<file path="config.mk">
export PLATFORM = sky130hd
export DESIGN_NAME = dual_slope_seq
export DESIGN_NICKNAME = d
export VERILOG_FILES = /design/src/rtl/dsc_pkg.sv /design/src/rtl/dsc_prescale.sv /design/src/rtl/dsc_bcd_chain.sv /design/src/rtl/dsc_result_reg.sv /design/src/rtl/dual_slope_seq.sv
export SDC_FILE = /design/constraint.sdc
export NUM_CORES = 1
export LEC_CHECK = 0
export ABC_AREA = 1
export BUFFER_PORTS_ARGS = -buffer_cell sky130_fd_sc_hd__buf_2
export CAP_MARGIN = 5
export CORE_MARGIN = 3
export CORE_UTILIZATION = 55
export DETAILED_ROUTE_END_ITERATION = 8
export HOLD_SLACK_MARGIN = 0.08
export PLACE_DENSITY = 0.75
export SYNTH_ARGS = -nofsm -noshare
export SYNTH_HDL_FRONTEND = slang
export SYNTH_SLANG_ARGS = --single-unit
</file>
<file path="constraint.sdc">
create_clock -name clk -period 3.2 [get_ports clk]
set_input_delay 0.64 -clock clk [delete_from_list [all_inputs] [get_ports clk]]
set_output_delay 0.64 -clock clk [all_outputs]
set_load 0.02 [all_outputs]
</file>
<file path="src/rtl/dsc_pkg.sv">
// Package: shared phase encoding for the dual-slope sequencer.
// Assumes: four phases, decoded one-hot at the top-level outputs.
package dsc_pkg;
    typedef enum logic [1:0] {
        PH_ZERO  = 2'd0,
        PH_INTEG = 2'd1,
        PH_DPOS  = 2'd2,
        PH_DNEG  = 2'd3
    } phase_e;
endpackage

</file>
<file path="src/rtl/dsc_prescale.sv">
// Module: dsc_prescale
// Divides the oscillator clock and emits a one-clock strobe once per count period.
// Assumes: DIV >= 2; reset restarts the division at zero.
module dsc_prescale #(
    parameter int DIV = 4
) (
    input  logic clk,
    input  logic rst_n,
    output logic tick
);
    localparam int DW = (DIV > 2) ? $clog2(DIV) : 1;

    logic [DW-1:0] div_q;

    // Free-running divider counter, wraps at DIV-1.
    always_ff @(posedge clk) begin
        if (!rst_n)                      div_q <= '0;
        else if (div_q == DW'(DIV - 1))  div_q <= '0;
        else                             div_q <= div_q + 1'b1;
    end

    assign tick = (div_q == DW'(DIV - 1));

    generate
        if (DIV > 1) begin : g_spacing
            // strobes are never on adjacent clocks.
            assert_tick_spacing_R2: assert property (@(posedge clk) disable iff (!rst_n)
                tick |=> !tick);
        end
    endgenerate
endmodule

</file>
<file path="src/rtl/dsc_bcd_chain.sv">
// Module: dsc_bcd_chain
// Cascaded decimal counter of DIGITS decades, units digit in the low nibble.
// Assumes: clr has priority over inc; the top decade wraps after 9.
module dsc_bcd_chain #(
    parameter int DIGITS = 4
) (
    input  logic                  clk,
    input  logic                  rst_n,
    input  logic                  clr,
    input  logic                  inc,
    output logic [4*DIGITS-1:0]   value
);
    logic [DIGITS:0] carry;

    assign carry[0] = inc;

    generate
        for (genvar k = 0; k < DIGITS; k++) begin : g_dec
            logic [3:0] dig_q;

            // One decade: clear, or advance when all lower decades roll over.
            always_ff @(posedge clk) begin
                if (!rst_n || clr)      dig_q <= 4'd0;
                else if (carry[k])      dig_q <= (dig_q == 4'd9) ? 4'd0 : dig_q + 4'd1;
            end

            assign carry[k+1] = carry[k] && (dig_q == 4'd9);
            assign value[4*k +: 4] = dig_q;

            // a decade never holds a non-decimal code.
            assert_digit_range_R7: assert property (@(posedge clk) disable iff (!rst_n)
                dig_q <= 4'd9);
        end
    endgenerate
endmodule

</file>
<file path="src/rtl/dsc_result_reg.sv">
// Module: dsc_result_reg
// Holds the reading, sign and overrange flag between discharge endings.
// Assumes: load is a single-clock strobe at the end of discharge.
module dsc_result_reg #(
    parameter int            BW       = 16,
    parameter logic [BW-1:0] FULL_VAL = '0
) (
    input  logic          clk,
    input  logic          rst_n,
    input  logic          load,
    input  logic [BW-1:0] d_value,
    input  logic          d_neg,
    input  logic          d_ovr,
    output logic [BW-1:0] value,
    output logic          neg,
    output logic          ovr
);
    // Capture the result only on the load strobe.
    always_ff @(posedge clk) begin
        if (!rst_n) begin
            value <= '0;
            neg   <= 1'b0;
            ovr   <= 1'b0;
        end else if (load) begin
            value <= d_value;
            neg   <= d_neg;
            ovr   <= d_ovr;
        end
    end

    // outputs hold unless a discharge just ended.
    assert_hold_R7: assert property (@(posedge clk) disable iff (!rst_n)
        !load |=> ($stable(value) && $stable(neg) && $stable(ovr)));

    // an overrange result always shows full scale.
    assert_ovr_full_R5: assert property (@(posedge clk) disable iff (!rst_n)
        ovr |-> (value == FULL_VAL));
endmodule

</file>
<file path="src/rtl/dual_slope_seq.sv">
// Module: dual_slope_seq
// Sequences zeroing, fixed integrate and counted discharge of a dual-slope
// converter on a divided count clock, then latches a BCD reading and sign.
// Assumes: cmp_i is synchronous to clk and high while the integrator is above zero.
module dual_slope_seq #(
    parameter int DIV          = 4,
    parameter int DIGITS       = 4,
    parameter int INT_COUNTS   = 1000,
    parameter int FULL_COUNTS  = 2000,
    parameter int CYCLE_COUNTS = 4000
) (
    input  logic                  clk,
    input  logic                  rst_n,
    input  logic                  cmp_i,
    output logic                  az_o,
    output logic                  int_o,
    output logic                  de_pos_o,
    output logic                  de_neg_o,
    output logic [4*DIGITS-1:0]   reading_o,
    output logic                  neg_o,
    output logic                  ovr_o
);
    import dsc_pkg::*;

    localparam int BW = 4 * DIGITS;
    localparam int TW = $clog2(CYCLE_COUNTS);

    function automatic logic [BW-1:0] to_bcd(input int unsigned v);
        logic [BW-1:0] r;
        int unsigned   t;
        t = v;
        for (int k = 0; k < DIGITS; k++) begin
            r[4*k +: 4] = 4'(t % 10);
            t = t / 10;
        end
        return r;
    endfunction

    localparam logic [BW-1:0] LAST_BCD = to_bcd(FULL_COUNTS - 1);
    localparam logic [BW-1:0] FULL_BCD = to_bcd(FULL_COUNTS);

    phase_e         phase_q;
    logic [TW-1:0]  tcnt_q;
    logic           sign_neg_q;
    logic           tick;
    logic [BW-1:0]  count;
    logic           in_de;
    logic           crossing;
    logic           at_last;
    logic           end_de;
    logic           int_done;

    dsc_prescale #(.DIV(DIV)) u_pre (
        .clk   (clk),
        .rst_n (rst_n),
        .tick  (tick)
    );

    // Discharge state and stop conditions.
    assign in_de    = (phase_q == PH_DPOS) || (phase_q == PH_DNEG);
    assign crossing = (phase_q == PH_DPOS) ? !cmp_i : cmp_i;
    assign at_last  = (count == LAST_BCD);
    assign end_de   = tick && in_de && (crossing || at_last);
    assign int_done = tick && (phase_q == PH_INTEG) && (tcnt_q == TW'(INT_COUNTS - 1));

    dsc_bcd_chain #(.DIGITS(DIGITS)) u_cnt (
        .clk   (clk),
        .rst_n (rst_n),
        .clr   (int_done),
        .inc   (tick && in_de),
        .value (count)
    );

    // Cycle position counter and phase transitions, both on count strobes.
    always_ff @(posedge clk) begin
        if (!rst_n) begin
            phase_q    <= PH_ZERO;
            tcnt_q     <= TW'(INT_COUNTS + FULL_COUNTS);
            sign_neg_q <= 1'b0;
        end else if (tick) begin
            tcnt_q <= (tcnt_q == TW'(CYCLE_COUNTS - 1)) ? '0 : tcnt_q + 1'b1;
            case (phase_q)
                PH_ZERO: if (tcnt_q == TW'(CYCLE_COUNTS - 1)) phase_q <= PH_INTEG;
                PH_INTEG: if (int_done) begin
                    sign_neg_q <= !cmp_i;
                    phase_q    <= cmp_i ? PH_DPOS : PH_DNEG;
                end
                default: if (end_de) phase_q <= PH_ZERO;
            endcase
        end
    end

    dsc_result_reg #(.BW(BW), .FULL_VAL(FULL_BCD)) u_res (
        .clk     (clk),
        .rst_n   (rst_n),
        .load    (end_de),
        .d_value (crossing ? count : FULL_BCD),
        .d_neg   (sign_neg_q),
        .d_ovr   (!crossing),
        .value   (reading_o),
        .neg     (neg_o),
        .ovr     (ovr_o)
    );

    // One-hot phase line decode.
    always_comb begin
        az_o     = (phase_q == PH_ZERO);
        int_o    = (phase_q == PH_INTEG);
        de_pos_o = (phase_q == PH_DPOS);
        de_neg_o = (phase_q == PH_DNEG);
    end

    // phase lines move only on a count strobe from the prescaler.
    assert_phase_on_tick_R2: assert property (@(posedge clk) disable iff (!rst_n)
        !tick |=> ($stable(az_o) && $stable(int_o) && $stable(de_pos_o) && $stable(de_neg_o)));

    // integrate is entered only from zeroing.
    assert_int_after_zero_R6: assert property (@(posedge clk) disable iff (!rst_n)
        $rose(int_o) |-> $past(az_o));

    // discharge is entered only from integrate.
    assert_de_after_int_R3: assert property (@(posedge clk) disable iff (!rst_n)
        ($rose(de_pos_o) || $rose(de_neg_o)) |-> $past(int_o));

    // the discharge count never passes the last full-scale value.
    assert_de_bound_R5: assert property (@(posedge clk) disable iff (!rst_n)
        in_de |-> (count <= LAST_BCD));
endmodule

</file>
==> Word-level counts from Yosys, hierarchy flattened <==
Cells that the tools add are included.
Widths: inputs -> output; s select.
{ "totals": {"in_bits": 3, "output_inout_bits": 22, "word_cells": 61, "regBits": 51} }
{ "classes": {"bitwise": 1, "muxes": 12, "reduce_logical": 18, "eq_ne": 13, "addsub": 6} }
{ "ops": {"columns": ["op", "n"], "rows": [
  ["$add 4x1->4 const B", 4],
  ["$eq 16x13->1 const B", 1],
  ["$eq 4x4->1 const B", 4],
  ["$mux 16", 1],
  ["$mux 4", 4],
  ["$add 12x1->12 const B", 1],
  ["$eq 12x10->1 const B", 1],
  ["$eq 12x12->1 const B", 1],
  ["$mux 12", 1],
  ["$logic_and 1x1->1", 7],
  ["$eq 2x2->1 const B", 3],
  ["$mux 2", 3],
  ["$ne 2x1->1 const B", 2],
  ["$pmux 2 s2", 1],
  ["$reduce_and 4->1", 1],
  ["$logic_not 1->1", 3],
  ["$logic_or 1x1->1", 3],
  ["$reduce_and 3->1", 1],
  ["$reduce_bool 3->1", 1],
  ["$add 2x1->2 const B", 1],
  ["$eq 2x1->1 const B", 1],
  ["$logic_not 2->1", 1],
  ["$mux 1", 2],
  ["$reduce_or 2->1", 1],
  ["$not 1->1", 1]
]} }

==> Longest topological paths before layout <==
{ "logic_depth": {"word_depth": 6, "ltp_mapped": 12, "mapped_depth_nobuf": 12} }

==> Hierarchy <==
From an unflattened synthesis, not the netlist that was laid out.
{ "hier_totals": {"hier_cells": 430, "hier_area_um2": 2783.9} }
{ "modules_own_cells": {"columns": ["module", "n_inst", "area_per_inst_um2", "cells_each", "seq_area_each_um2"], "rows": [
  ["dual_slope_seq", 1, 1111.1, 178, 300.3],
  ["dsc_bcd_chain", 1, 843.3, 130, 320.3],
  ["dsc_result_reg", 1, 758.2, 114, 360.3],
  ["dsc_prescale", 1, 71.3, 8, 40.0]
]} }

==> Least setup slack after synthesis <==
No wires, ideal clock.
{ "synth_timing": {"path_kind": "register -> register", "startpoint": "register phase_q[0]", "endpoint": "register u_cnt.g_dec[1].dig_q[1]", "t_required_ps": 3077, "stages_incl_launch_ff": 10, "setup_time_ps": 123, "setup_slack_ps": 1624, "n_path_buf": 0, "synth_period_minus_slack_ps": 1576, "arrival_time_ps": 1453, "path_cell_list": "dfxtp_1 > inv_1 > nor2_1 > nand2_1 > nor2_1 > nand2_1 > nand2_2 > inv_2 > o21ai_0 > o21ai_1"} }
{ "synth_between": {"elab_chain_cells": 4, "word_cells_on_any_way": 9, "classes_between": "eq/ne: 3; reduce/logical: 6"} }
{ "synth_rtl": {"columns": ["item", "line_no", "source"], "rows": [
  ["from (decl)", "dual_slope_seq.sv:42", "phase_e phase_q;"],
  ["from (signal assigned)", "dual_slope_seq.sv:86", "phase_q <= cmp_i ? PH_DPOS : PH_DNEG;"],
  ["$eq 2x1->1", null, null],
  ["net int_o", "dual_slope_seq.sv:16", "output logic int_o,"],
  ["$logic_and 1x1->1 (2 in a row)", "dual_slope_seq.sv:64", "assign int_done = tick && (phase_q == PH_INTEG) && (tcnt_q == TW'(INT_COUNTS - 1));"],
  ["$logic_or 1x1->1", "dsc_bcd_chain.sv:23", "if (!rst_n || clr) dig_q <= 4'd0;"],
  ["to (signal assigned)", "dsc_bcd_chain.sv:24", "else if (carry[k]) dig_q <= (dig_q == 4'd9) ? 4'd0 : dig_q + 4'd1;"],
  ["to (decl)", "dsc_bcd_chain.sv:19", "logic [3:0] dig_q;"]
]} }
The timed path passes the listed nets, and every way through them passes these cells.
A chain may end at the register's enable or synchronous reset.

==> Worst setup path after layout <==
{ "layout_timing": {"startpoint": "register phase_q[0]", "endpoint": "output int_o"} }
{ "layout_between": {"elab_chain_cells": 1} }
{ "layout_rtl": {"columns": ["item", "line_no", "source"], "rows": [
  ["$eq 2x1->1", "dual_slope_seq.sv:108", "int_o = (phase_q == PH_INTEG);"],
  ["to (decl)", "dual_slope_seq.sv:16", null]
]} }
No other way between the ends.

==> qor.yml <==
placement:
  pre_cts_ws_ns: 1.43
  portBuffers: 24
  gp_congestion: 0.852
  dp_hpwl_microns: 3540
  dpl_cell_area_sq_mm: 0.00243
  placed_cells: 394
synthesis:
  synth_compound_area_share_pct: 12.1
  synth_adder_area_share_pct: 1.09
  ys_ff_latch: 51
  syn_area_sq_mm: 0.00229
  muxShareOfSynthArea_pct: 0
  synthTopCellsByCount: "83 x nand2_1, 51 x dfxtp_1, 43 x nor2_1, 39 x inv_1, 31 x a21oi_1"
  synth.top_cells.by_area: "dfxtp_1 45%, nand2_1 14%, nor2_1 7.1%"
  synth.avg_cell_area_sq_um: 6.99
  yosys.area.top_type: "dfxtp_1"
  synth_top_family_by_area: "simple AND/OR/NAND/NOR gates"
  yosysWarningCount: 0
  synth_cell_types: 28
  synth_nets: 332
  synthArstFlopShare_pct: 0
  synthCells: 327
  synth_top_flop_cell: "dfxtp_1"
  yosysSeqAreaShare_pct: 44.7
  synth-xor-area-share_pct: 1.15
  synth_edf_count: 0
  yosysMostFrequentCell: "nand2_1"
  yosysTopAreaCellShare_pct: 44.7
  synth-simple-area-share_pct: 32.2
critical_path:
  path_max_fanout: 6
  r2r_cells: 10
  end_kind: "output port"
  crit_type: "flop to output port"
  crit_path_start: "phase_q[0]"
  worst_ep_arrival_time_ns: 1.23
  reg2reg_from: "u_pre.div_q[0]"
  r2r_setup_slack_ns: 1.46
  worstReg2RegEnd: "u_cnt.g_dec[3].dig_q[1]"
  required_ns: 2.56
  start_kind: "flop"
floorplan:
  start_util_pct: 59.7
  die_width_microns: 70.5
  io-pin-count: 25
  core_sq_mm: 0.00383
  rows: 22
  fp.dieH_microns: 70.5
  die_area_sq_mm: 0.00497
timing:
  finalMaxSlewViolations: 0
  tightest_slew_ns: 0.686
  setup_slack_ns: 1.33
  setup_viol: 0
  finalClockSkew_ns: 0.00512
  slew_headroom_pct: 54.2
  fmax_mhz: 536
  fin_setup_tns_ns: 0
  hold_violations: 0
  fin_crit_ns: 1.87
  rsz0062_at_grt: "no"
  period_share_pct: 58.3
pwr:
  power_frac_seq_pct: 59.8
  ir_worst_vdd_mv: 0.319
  p_clk_share_pct: 37.3
  p_comb_share_pct: 2.8
  switchingPower_mw: 0.229
  swShare_pct: 21.4
  p_int_mw: 0.844
  p_per_area_mw_per_mm2: 423
  power.total_mw: 1.07
  total_leakage_power_nw: 1.09
hold_path:
  hold_end: "u_pre.div_q[0]"
  hp-class: "flop to flop"
  hold_start: "u_pre.div_q[0]"
  hold_depth: 1
clock_tree:
  cts_resized: 0
  clockBufferDepth: 2
  clkTransAtPathRegs_ns: 0.09
  clock_latency_ns: 0.30
  cts_tree: "done"
  cts_made_buffers: 5
  post_cts_buffers: 0
  cts_root_buf: "clkbuf_8"
  hold_buffers: 0
  h-tree-depth: 2
  clock_sinks: 51
flow_run:
  cap_viol_max_count: 0
grt:
  antenna_found_initial: 0
  grt_pass1_wl_microns: 8620
  grt_max_degree: 22
  grt.total_usage_pct: 21.0
  first_global_vias: 2003
  gr-total-overflow: 0
finish:
  drive_gt1_share_pct: 13.6
  nets: 358
  fillCellCount: 354
  seqCellArea_sq_mm: 0.00102
  fin_cells: 402
  diodes: 0
  final_cell_area_sq_mm: 0.00254
  multiInputGateArea_sq_mm: 0.00106
  area_growth_pct: 10.9
detailed_routing:
  drc_errors: 0
  wire_per_inst_microns: 12.0
  via_count: 2078
  routed_wl_microns: 4840
  antenna_left: 0
  routed_via_density: 5.17
  drtIter0Drc: 137
  drt_pre_antenna_iters: 4
status:
  outcome: "complete, no violations"
[worst max path at each step]
stage and endpoint:
2_1_floorplan u_cnt.g_dec[1].dig_q[1], 3_3_place_gp u_res.value[2], 3_5_place_dp u_res.value[15], 4_1_cts int_o, 5_1_grt tcnt_q[8], 6_report int_o
[power by group through the flow]
| stage | combinational, mW | clock (mW) | sequential, mW |
|---|---|---|---|
| finish | 0.0304 | 0.401 | 0.643 |
| detailed placement | 0.0305 | 0 | 0.658 |
| floorplan | 0.0224 | 0 | 0.656 |
| CTS | 0.0306 | 0.411 | 0.643 |
| global placement | 0.0300 | 0 | 0.657 |
| global route | 0.0354 | 0.432 | 0.644 |
[registers in the layout (all words and copies together), names as in the netlist]
signal / cells
u_res.neg: 1
phase_q: 2
tcnt_q: 12
u_res.value: 16
u_cnt.g_dec.dig_q: 16
u_res.ovr: 1
sign_neg_q: 1
u_pre.div_q: 2
[cell type report]
| class | count | share of cell area, % |
|---|---|---|
| repair buffers | 24 | 4.74 |
| flip-flops and latches | 51 | 40.3 |
| inverters | 44 | 6.56 |
| clock buffers | 7 | 3.80 |
| well taps | 48 | 2.37 |
| clock inverters | 1 | 0.296 |
| multi-input cells | 227 | 42.0 |
[placed cells by master, fill, tap and decap left out, drive strengths merged]
cell and n:
dfxtp 51, a211oi 2, nor2 47, nand2 89, nand4 2, ha 2, xor2 2, o2111ai 2
o21a 1, nor3b 1, nand3b 2, clkbuf 7, clkinv 1, a21oi 31, nor4 1, nor3 11
o211ai 1, clkinvlp 1, inv 43, nand3 18, xnor2 1, o21ai 14, buf 24
[worst max-delay path, cell delays in order, from the launching register on]
cell,delay (ns)
dfxtp_1,0.44
inv_1,0.06
nor2_1,0.21
buf_2,0.22
[through the flow]
stage               util [%]  hold slack (ns)
floorplan                  -            0.398
global placement        63.6            0.405
detailed placement      63.6            0.413
CTS                     66.3            0.426
global route            66.3            0.446
finish                  66.3            0.426
[cells by family after synthesis]
logic type,after synthesis
AO/OA/AOI/OAI,51
XOR/XNOR,3
adder cells (fa/ha/maj),2
buffers and inverters,49
flip-flops,51
AND/OR/NAND/NOR,171
[per-layer routing]
| layer | routed length, microns | up-vias | GRT usage [%] |
|---|---|---|---|
| li1 | - | 1094 | - |
| met5 | 0 | - | 0 |
| met3 | 157 | 5 | 5.18 |
| met2 | 2240 | 30 | 35.3 |
| met4 | 40 | 0 | 5.53 |
| met1 | 2400 | 949 | 26.7 |
(Power assumes the default switching activity.)
